## src/rtl/ecc_pkg.sv

```systemverilog
// Package: shared widths and types for the ECC word array.
// Assumes the data word is a whole number of bytes. The Hamming check-bit
// count is derived from the data width.
package ecc_pkg;
    parameter int DATA_W = 32;
    localparam int BE_W = DATA_W / 8;

    // Smallest p with 2**p >= DATA_W + p + 1.
    function automatic int ham_checks(input int dw);
        int p;
        p = 1;
        while ((1 << p) < dw + p + 1) p++;
        return p;
    endfunction

    localparam int HAM_P   = ham_checks(DATA_W);
    localparam int HAM_W   = DATA_W + HAM_P;
    localparam int STORE_W = HAM_W + 1;

    typedef logic [DATA_W-1:0]  word_t;
    typedef logic [STORE_W-1:0] code_t;
    typedef logic [BE_W-1:0]    be_t;

    typedef enum logic {ST_IDLE, ST_MERGE} rmw_state_e;

    function automatic bit is_pow2(input int k);
        return (k & (k - 1)) == 0;
    endfunction
endpackage

```

## src/rtl/ecc_encoder.sv

```systemverilog
// Module: ecc_encoder
// Turns a data word into its stored form. Code position k is stored bit k-1,
// check bits sit at the power-of-two positions, and the top stored bit is the
// even parity of all lower bits. Purely combinational.
module ecc_encoder
    import ecc_pkg::*;
(
    input  word_t data,
    output code_t code
);
    logic [HAM_W-1:0] ham;

    // Place data bits, then compute each check bit over its positions.
    always_comb begin
        int d;
        logic par;
        ham = '0;
        d = 0;
        for (int pos = 1; pos <= HAM_W; pos++) begin
            if (!is_pow2(pos)) begin
                ham[pos-1] = data[d];
                d++;
            end
        end
        for (int p = 0; p < HAM_P; p++) begin
            par = 1'b0;
            for (int pos = 1; pos <= HAM_W; pos++) begin
                if (pos[p]) par = par ^ ham[pos-1];
            end
            ham[(1 << p) - 1] = par;
        end
        code = {^ham, ham};
    end
endmodule

```

## src/rtl/ecc_decoder.sv

```systemverilog
// Module: ecc_decoder
// Checks a stored word, fixes a single flipped bit and flags a double fault.
// Assumes the layout written by ecc_encoder. Purely combinational.
module ecc_decoder
    import ecc_pkg::*;
(
    input  code_t code,
    output word_t data,
    output logic  single_err,
    output logic  double_err
);
    logic [HAM_P-1:0] syn;
    logic             ovp;
    logic [HAM_W-1:0] fixed;

    // Syndrome is the XOR of the positions of all set bits.
    always_comb begin
        syn = '0;
        for (int pos = 1; pos <= HAM_W; pos++) begin
            if (code[pos-1]) syn = syn ^ HAM_P'(pos);
        end
        ovp = ^code;
    end

    // Classify: odd overall parity with a valid position is a single fault.
    always_comb begin
        single_err = ovp && (int'(syn) <= HAM_W);
        double_err = (!ovp && syn != '0) || (ovp && int'(syn) > HAM_W);
    end

    // Flip the located bit and pull the data bits back out.
    always_comb begin
        int d;
        fixed = code[HAM_W-1:0];
        if (ovp && syn != '0 && int'(syn) <= HAM_W)
            fixed[int'(syn)-1] = ~fixed[int'(syn)-1];
        data = '0;
        d = 0;
        for (int pos = 1; pos <= HAM_W; pos++) begin
            if (!is_pow2(pos)) begin
                data[d] = fixed[pos-1];
                d++;
            end
        end
    end
endmodule

```

## src/rtl/ecc_store.sv

```systemverilog
// Module: ecc_store
// Register array of coded words with one write port, one registered read
// port and a test-only bit-flip port. A write wins over a flip aimed at the
// same word in the same cycle. Reset clears every word to the code of zero.
module ecc_store
    import ecc_pkg::*;
#(
    parameter int DEPTH  = 16,
    localparam int ADDR_W = $clog2(DEPTH)
) (
    input  logic              clk,
    input  logic              rst_n,
    input  logic              wr_en,
    input  logic [ADDR_W-1:0] wr_addr,
    input  code_t             wr_code,
    input  logic              rd_en,
    input  logic [ADDR_W-1:0] rd_addr,
    output code_t             rd_code,
    input  logic              inj_en,
    input  logic [ADDR_W-1:0] inj_addr,
    input  code_t             inj_mask
);
    code_t mem [DEPTH];

    // Per-word update: clear, write, or fault injection.
    always_ff @(posedge clk) begin
        for (int i = 0; i < DEPTH; i++) begin
            if (!rst_n)
                mem[i] <= '0;
            else if (wr_en && int'(wr_addr) == i)
                mem[i] <= wr_code;
            else if (inj_en && int'(inj_addr) == i)
                mem[i] <= mem[i] ^ inj_mask;
        end
    end

    // Registered read of the addressed word.
    always_ff @(posedge clk) begin
        if (!rst_n)
            rd_code <= '0;
        else if (rd_en)
            rd_code <= mem[rd_addr];
    end
endmodule

```

## src/rtl/ecc_rmw_ctrl.sv

```systemverilog
// Module: ecc_rmw_ctrl
// Accepts requests and sequences partial stores through read, correct,
// merge and write-back. Assumes the array read is registered, so the old
// word is decoded in the cycle after acceptance. Nothing is accepted in
// that cycle.
module ecc_rmw_ctrl
    import ecc_pkg::*;
#(
    parameter int ADDR_W = 4
) (
    input  logic              clk,
    input  logic              rst_n,
    input  logic              req_valid,
    input  logic              req_write,
    input  logic [ADDR_W-1:0] req_addr,
    input  word_t             req_wdata,
    input  be_t               req_be,
    output logic              req_ready,
    input  word_t             dec_data,
    input  logic              dec_double,
    output logic              rd_en,
    output logic [ADDR_W-1:0] rd_addr,
    output logic              wr_en,
    output logic [ADDR_W-1:0] wr_addr,
    output word_t             wr_data,
    output logic              rd_valid,
    output logic              store_abort
);
    rmw_state_e        state;
    logic [ADDR_W-1:0] hold_addr;
    word_t             hold_data;
    be_t               hold_be;
    word_t             merged;
    logic              accept, full_st, part_st;

    // Decode the accepted request type.
    always_comb begin
        req_ready = (state == ST_IDLE);
        accept    = req_valid && req_ready;
        full_st   = accept && req_write && (req_be == '1);
        part_st   = accept && req_write && (req_be != '1) && (req_be != '0);
    end

    // Byte-wise merge of held store data over the corrected old word.
    for (genvar b = 0; b < BE_W; b++) begin : g_merge
        assign merged[8*b +: 8] = hold_be[b] ? hold_data[8*b +: 8] : dec_data[8*b +: 8];
    end

    // Drive the array ports from either the request or the merge step.
    always_comb begin
        rd_en   = accept && (!req_write || part_st);
        rd_addr = req_addr;
        if (state == ST_MERGE) begin
            wr_en   = !dec_double;
            wr_addr = hold_addr;
            wr_data = merged;
        end else begin
            wr_en   = full_st;
            wr_addr = req_addr;
            wr_data = req_wdata;
        end
    end

    // Sequencer state and held store fields.
    always_ff @(posedge clk) begin
        if (!rst_n) begin
            state     <= ST_IDLE;
            hold_addr <= '0;
            hold_data <= '0;
            hold_be   <= '0;
        end else if (state == ST_MERGE) begin
            state <= ST_IDLE;
        end else if (part_st) begin
            state     <= ST_MERGE;
            hold_addr <= req_addr;
            hold_data <= req_wdata;
            hold_be   <= req_be;
        end
    end

    // Result strobes: read data due, partial store dropped.
    always_ff @(posedge clk) begin
        if (!rst_n) begin
            rd_valid    <= 1'b0;
            store_abort <= 1'b0;
        end else begin
            rd_valid    <= accept && !req_write;
            store_abort <= (state == ST_MERGE) && dec_double;
        end
    end
endmodule

```

## src/rtl/ecc_word_array.sv

```systemverilog
// Module: ecc_word_array (top)
// SECDED-protected word array. Full-word stores are written in one pass;
// partial stores run a one-stall read-correct-merge-write. Reads return
// corrected data and error pulses one cycle after acceptance.
module ecc_word_array
    import ecc_pkg::*;
#(
    parameter int DEPTH = 16,
    localparam int ADDR_W = $clog2(DEPTH)
) (
    input  logic              clk,
    input  logic              rst_n,
    input  logic              req_valid,
    input  logic              req_write,
    input  logic [ADDR_W-1:0] req_addr,
    input  logic [DATA_W-1:0] req_wdata,
    input  logic [BE_W-1:0]   req_be,
    output logic              req_ready,
    output logic              rd_valid,
    output logic [DATA_W-1:0] rd_data,
    output logic              rd_corrected,
    output logic              rd_uncorr,
    output logic              store_abort,
    input  logic              inj_en,
    input  logic [ADDR_W-1:0] inj_addr,
    input  logic [STORE_W-1:0] inj_mask
);
    logic              rd_en, wr_en;
    logic [ADDR_W-1:0] rd_addr, wr_addr;
    word_t             wr_data, dec_data;
    code_t             wr_code, rd_code;
    logic              dec_single, dec_double;

    ecc_rmw_ctrl #(.ADDR_W(ADDR_W)) u_ctrl (
        .clk, .rst_n, .req_valid, .req_write, .req_addr, .req_wdata, .req_be,
        .req_ready, .dec_data, .dec_double, .rd_en, .rd_addr, .wr_en, .wr_addr,
        .wr_data, .rd_valid, .store_abort
    );

    ecc_encoder u_enc (.data(wr_data), .code(wr_code));

    ecc_store #(.DEPTH(DEPTH)) u_store (
        .clk, .rst_n, .wr_en, .wr_addr, .wr_code, .rd_en, .rd_addr, .rd_code,
        .inj_en, .inj_addr, .inj_mask
    );

    ecc_decoder u_dec (
        .code(rd_code), .data(dec_data), .single_err(dec_single), .double_err(dec_double)
    );

    // Present read results only while a read result is due.
    always_comb begin
        rd_data      = rd_valid ? dec_data : '0;
        rd_corrected = rd_valid && dec_single;
        rd_uncorr    = rd_valid && dec_double;
    end
endmodule

```

## config.mk

```make
export PLATFORM = sky130hd
export DESIGN_NAME = ecc_word_array
export DESIGN_NICKNAME = d
export VERILOG_FILES = /design/src/rtl/ecc_pkg.sv /design/src/rtl/ecc_encoder.sv /design/src/rtl/ecc_decoder.sv /design/src/rtl/ecc_store.sv /design/src/rtl/ecc_rmw_ctrl.sv /design/src/rtl/ecc_word_array.sv
export SDC_FILE = /design/constraint.sdc
export NUM_CORES = 2
export LEC_CHECK = 0
export CAP_MARGIN = 20
export CORE_UTILIZATION = 57
export CTS_CLUSTER_SIZE = 40
export DETAILED_ROUTE_END_ITERATION = 7
export GPL_ROUTABILITY_DRIVEN = 0
export PLACE_DENSITY = 0.78
export SYNTH_ARGS = -nofsm -noshare
export SYNTH_HDL_FRONTEND = slang
export SYNTH_SLANG_ARGS = --single-unit
```

## constraint.sdc

```tcl
create_clock -name clk -period 6.65 [get_ports clk]
set_clock_uncertainty 0.2 [all_clocks]
set_input_delay 1.995 -clock clk [delete_from_list [all_inputs] [get_ports clk]]
set_output_delay 1.995 -clock clk [all_outputs]
set_load 0.02 [all_outputs]
```

# After elaboration in Yosys (flattened, before gate mapping)

Memories as Yosys holds them, arrays and structs flattened. A register that Yosys moved wholly into a read port is not among the register bits.
Index checks and enable logic that the tools add are counted.

Add/sub/neg operators: 1
Mux-type cells: 199
Equality and inequality tests: 32
Reductions and logical operators: 62
Bitwise gates (word level): 172
Order comparisons: 4

Operator list:

| cell                | count |
|---|---|
| $mux 39             | 32 |
| $xor 39x39->39      | 16 |
| $mux 1              | 119 |
| $xor 1x1->1         | 84 |
| $mux 5              | 16 |
| $eq 4x4->1 const B  | 17 |
| $mux 32             | 2 |
| $logic_and 1x1->1   | 48 |
| $mux 6              | 7 |
| $not 3->3           | 13 |
| $reduce_xor 39->1   | 1 |
| $bwmux 38           | 1 |
| $mux 38             | 1 |
| $reduce_xor 38->1   | 1 |
| $mux 4              | 9 |
| $eq 4x3->1 const B  | 8 |
| $ge 32x1->1 const B | 1 |
| $lt 32x8->1 const B | 1 |
| $mux 8              | 4 |
| $or 1x1->1          | 32 |
| $not 2->2           | 13 |
| $not 4->4           | 5 |
| $eq 4x2->1 const B  | 4 |
| $mux 3              | 4 |
| 18 further kinds    | 31 |

RAM bits: 624
Word-level logic and storage cells: 477
Bits in registers: 43
Memories: 1

Memories:

| memory      | words | bits a word | rd ports | clocked after Yosys merged registers in | wr ports | line            | source |
|---|---|---|---|---|---|---|---|
| u_store.mem | 16    | 39          | 17       | 1                                       | 16       | ecc_store.sv:23 | `code_t mem [DEPTH];` |

# Depth between registers and ports, before layout

Word-level depth: 99
Mapped depth: 29
Mapped depth without buffers: 21

# By module

A second synthesis with hierarchy kept.

Cells, all modules: 3947
Area total of the unflattened synthesis: 43660.6 um^2

Modules (own cells, without submodules):

| module         | cells each | times used | area an instance (um^2) |
|---|---|---|---|
| ecc_store      | 3272       | 1          | 37953.9 |
| ecc_rmw_ctrl   | 305        | 1          | 2479.9 |
| ecc_decoder    | 243        | 1          | 2079.5 |
| ecc_encoder    | 90         | 1          | 877.1 |
| ecc_word_array | 37         | 1          | 270.3 |

# Least setup slack after synthesis

Ideal clock, no wire load.

Kind: register to output
From: reg u_store.rd_code[22] (read register of u_store.mem)
To: out rd_data[10]
Stages on the path, launching flop included: 21
Slack: -0.575 ns
Arrival: 5.030 ns
Path through: dfxtp_1 -> xor2_1 -> xnor3_1 -> xnor2_1 -> xnor2_1 -> xnor2_2 -> inv_2 -> buf_4 -> buf_6 -> ha_1 -> buf_1 -> xnor3_1 -> xnor2_1 -> clkbuf_1 -> a32oi_1 -> a21oi_1 -> a311oi_4 -> a21oi_2 -> clkbuf_1 -> nand2_1 -> a21oi_1

Word-level cells in the longest chain between the ends: 32
Elaborated cells between the ends (all ways): 48

RTL lines:

| item                                                              | line                 | source |
|---|---|---|
| from (decl)                                                       | ecc_store.sv:18      | `output code_t rd_code,` |
| $mux 5                                                            | ecc_decoder.sv:20    | `if (code[pos-1]) syn = syn ^ HAM_P'(pos);` |
| $not 2->2 (no line)                                               | n/a                  |  |
| $mux 5                                                            | ecc_decoder.sv:20    |  |
| $not 3->3 (no line)                                               | n/a                  |  |
| $mux 5                                                            | ecc_decoder.sv:20    |  |
| $not 3->3 (no line)                                               | n/a                  |  |
| $mux 5                                                            | ecc_decoder.sv:20    |  |
| $not 4->4 (no line)                                               | n/a                  |  |
| [... 16 more ...]                                                 | n/a                  |  |
| $sub 6x1->7                                                       | ecc_decoder.sv:36    | `fixed[int'(syn)-1] = ~fixed[int'(syn)-1];` |
| $ge 32x1->1 (not written as such), or another cell as far along   | ecc_decoder.sv:36    |  |
| $logic_and 1x1->1 (not written as such) or $mux 1 (tied branches) | ecc_decoder.sv:36    |  |
| $mux 1 (not written as such)                                      | ecc_decoder.sv:36    |  |
| $demux 1 s6 or $not 1->1 (tied branches)                          | n/a                  |  |
| $bwmux 38                                                         | ecc_decoder.sv:36    |  |
| $mux 38 *                                                         | ecc_decoder.sv:35    | `if (ovp && syn != '0 && int'(syn) <= HAM_W)` |
| $mux 32 *                                                         | ecc_word_array.sv:53 | `rd_data = rd_valid ? dec_data : '0;` |
| to (decl)                                                         | ecc_word_array.sv:20 | `output logic [DATA_W-1:0] rd_data,` |

Mark *: on every way between the ends. The rest lies on a longest branch, timed or not. The select of a mux whose other input is x is not followed.

# Final worst setup path

From: reg u_store.rd_code[18] (read register of u_store.mem)
To: out rd_data[11]

Word-level cells in the longest chain between the ends: 40
Elaborated cells between the ends (all ways): 55

RTL lines:

| item                                                              | line |
|---|---|
| $mux 5                                                            | ecc_decoder.sv:20 |
| $not 2->2 (no line)                                               | n/a |
| $mux 5                                                            | ecc_decoder.sv:20 |
| $not 3->3 (no line)                                               | n/a |
| $mux 5                                                            | ecc_decoder.sv:20 |
| $not 3->3 (no line)                                               | n/a |
| $mux 5                                                            | ecc_decoder.sv:20 |
| $not 4->4 (no line)                                               | n/a |
| [... 24 more ...]                                                 | n/a |
| $sub 6x1->7                                                       | ecc_decoder.sv:36 |
| $ge 32x1->1 (not written as such), or another cell as far along   | ecc_decoder.sv:36 |
| $logic_and 1x1->1 (not written as such) or $mux 1 (tied branches) | ecc_decoder.sv:36 |
| $mux 1 (not written as such)                                      | ecc_decoder.sv:36 |
| $demux 1 s6 or $not 1->1 (tied branches)                          | n/a |
| $bwmux 38                                                         | ecc_decoder.sv:36 |
| $mux 38 *                                                         | ecc_decoder.sv:35 |
| $mux 32 *                                                         | ecc_word_array.sv:53 |

Marks and branches as above.

==> reports/results.ini <==
[run_status]
outcome = complete, but fails checks
violations = setup timing

[final_layout]
ff_latch_area_um2 = 20390
n_fill_cell = 4854
drive_gt1_frac = 0.2204
areaGrowthSynthToFinish_pct = 16.12
nNetsFinal = 3605
final_common_cell = xnor2_1
multi_input_area_um2 = 20700
layout_common_cells = xnor2_1, edfxtp_1, o22ai_1

[detailed_routing]
wl_mm = 145.5
viasPerCell = 7.411
drc_errors = 0
drt_pass1_iterations = 8
wl_per_cell_um = 32.16
antenna_left = 0
drtIter0Drc = 5673
via_count = 33540

[placed_design]
port_buffers = 124
pre_cts_ws_ns = -0.3391
hpwl_mm = 86.68

[setup_path]
cp-start-kind = flop
crit_fanout = 8
slowest_stage = a2111o_1
r2r_slack_ns = 0.01
reg2reg_depth = 26
critPathArrivalTime_ns = 4.83
cpMostUsedCell = xnor2_2
crit_family = XOR/XNOR gates
cp-end-kind = primary output
path_class = reg2out
worstPathBufferInverterCount = 4
critical-path-max-stage-delay_ns = 0.49
crit_chain = xor2_2 -> xnor3_1 -> xnor2_2 -> xnor2_2 -> xnor2_2 -> inv_2 -> ha_4 -> xnor3_2 -> xnor2_4 -> buf_8 -> nand2_2 -> o221ai_2 -> a2111o_1 -> a311oi_4 -> buf_6 -> a21oi_4 -> mux2i_2 -> nor2_1 -> buf_2
crit_cells = 19
crit_required_ns = 4.45

[power]
ir_drop_v = 0.0005377
pwr-share-clk = 0.271
swShare = 0.3602
p_per_area_nw_per_um2 = 339.4
p_int_uw = 10500
leakagePower_uw = 0.01600
seqPwrFrac = 0.316
switchingPower_uw = 5914
combPwrFrac = 0.413

[yosys]
ys_ff_latch = 706
async_reset_ff_frac = 0
synth_warnings = 0
netlist_area_um2 = 41660
syn_nets = 3532
ys_types = 88
synth_ff_type = edfxtp_1
syn_avg_cell_area_um2 = 12.11
synth_edf_count = 624
ys_seq_area_frac = 0.4892
syn_inst = 3440

[floorplan]
core_um2 = 71850
die-area_um2 = 74170
io_pins = 125
initial_core_util = 0.5797
rows = 98
die_x_um = 272.3
die_h_um = 272.3

[timing]
fmax_mhz = 142.4
slew_violations = 0
hold_viol = 0
slew_headroom = 0.2178
tns_ns = -7.827
worstMarginPinSlew_ns = 1.173
finalCritPeriodShare = 1.056
layout_min_cycle_time_ns = 7.022
fin_ws_ns = -0.3721
rsz0062_at_grt = true
setup_viol = 27

[global_routing]
grt_max_degree = 102
track_usage = 0.3808
grt_pass1_vias = 32950
antenna_found_initial = 5
grt_pass1_wl_mm = 210.8
grt_overflow = 0

[clock_network]
cts_htree_levels = 3
cts.sinks = 706
worstSkewPairLatency_ns = 0.65
cts.path.max_buffers = 3
cts_buffers = 75
cts-root-buf = clkbuf_16
holdBufCountCts = 0
clk_pin_slew_ns = 0.06
cts_tree = done

[hold_path]
hold_path.class = reg2reg
holdPathStages = 2

[flow_run]
max-cap-violations = 0

## path summary, 6_finish.rpt
| check | end | start |
|---|---|---|
| min | u_ctrl.hold_data[25]$_SDFFE_PN0P_ | u_ctrl.hold_data[25]$_SDFFE_PN0P_ |
| max reg2reg | u_store.mem[0][38]$_DFFE_PP_ | u_store.rd_code[18]$_SDFFE_PN0P_ |
| min reg2reg | u_ctrl.hold_data[25]$_SDFFE_PN0P_ | u_ctrl.hold_data[25]$_SDFFE_PN0P_ |
| max | rd_data[11] | u_store.rd_code[18]$_SDFFE_PN0P_ |
## what timing repair did
item	4_1_cts	5_1_grt
endpoints found under the setup margin	73	128
setup buffers	14	19
gates resized for setup	160	91
cloned	0	5
pin swaps	14	22
## cell families (layout without fill, tap and decap cells)
kind of cell | after synthesis | after routing | synth area share
compound gates | 869 | 869 | 0.1413
xor+xnor | 755 | 756 | 0.1678
flops | 706 | 706 | 0.4892
simple gates | 503 | 503 | 0.05416
buf+inv | 389 | 519 | 0.03598
mux | 213 | 213 | 0.1101
fa+ha+maj | 5 | 5 | 0.001442
other cells | 0 | 4 | 0
## through the flow
| stage | power [uW] | hold WS (ns) | cell area, um^2 | cells | utilization |
|---|---|---|---|---|---|
| after global placement | 10210 | 0.2502 | 44970 | 4348 | 0.6258 |
| after CTS | 15160 | 0.2712 | 47700 | 4497 | 0.6639 |
| after floorplan | 8669 | 0.2382 | 41920 | 3440 | - |
| after detailed placement | 10390 | 0.2631 | 44970 | 4348 | 0.6258 |
| after global routing | 16720 | 0.2856 | 48370 | 4524 | 0.6732 |
| final | 16420 | 0.2705 | 48370 | 4525 | 0.6732 |
## registers in the layout, summed over array words and instances, names as in the netlist
signal              flops
u_ctrl.hold_be          4
u_ctrl.hold_data       32
u_store.mem           624
u_store.rd_code        39
u_ctrl.store_abort      1
u_ctrl.rd_valid         1
u_ctrl.hold_addr        4
u_ctrl.state            1
## layout make-up
cell class                 count  share of cell area
multi-input combinational   2346              0.4280
sequential                   706              0.4215
timing repair buffer         360             0.07162
clock buffer                  99             0.04255
tap                          950             0.02457
clock inverter                36            0.009700
inverter                      24            0.001862
antenna                        4           0.0002069
## synthesized netlist by cell type (23+ instances only)
| cell type | instances | area share |
|---|---|---|
| clkbuf_1 | 321 | 0.029 |
| nor2_1 | 104 | 0.0094 |
| a211oi_1 | 42 | 0.0076 |
| a21boi_0 | 79 | 0.014 |
| o22ai_1 | 586 | 0.088 |
| inv_1 | 23 | 0.0021 |
| buf_1 | 27 | 0.0024 |
| xor2_1 | 60 | 0.013 |
| dfxtp_1 | 82 | 0.039 |
| mux4_2 | 195 | 0.11 |
| edfxtp_1 | 624 | 0.45 |
| nand3_1 | 51 | 0.0061 |
| o21ai_0 | 27 | 0.0032 |
| a21oi_1 | 34 | 0.0041 |
| xnor2_1 | 661 | 0.14 |
| nand2_1 | 235 | 0.021 |
## power groups by stage
stage,Combinational (uW),Sequential (uW),Clock (uW)
6_report,6780,5190,4450
2_1_floorplan,3430,5240,0
4_1_cts,5550,5180,4430
3_5_place_dp,5110,5280,0
5_1_grt,6930,5210,4590
3_3_place_gp,4960,5250,0
## routing by layer
| layer | global-route usage | wire length, um | up-vias |
|---|---|---|---|
| met1 | 0.5009 | 48890 | 16290 |
| met3 | 0.1199 | 23740 | 664 |
| li1 | - | - | 13260 |
| met2 | 0.5703 | 64490 | 3324 |
| met5 | 0 | 56 | - |
| met4 | 0.1916 | 8354 | 6 |
## tightest hold or removal path, stage by stage, from the launching register on
cell      delay [ns]
dfxtp_1         0.31
nand2_1         0.05
a21boi_0        0.06
Power figures use the tool's default switching activity.
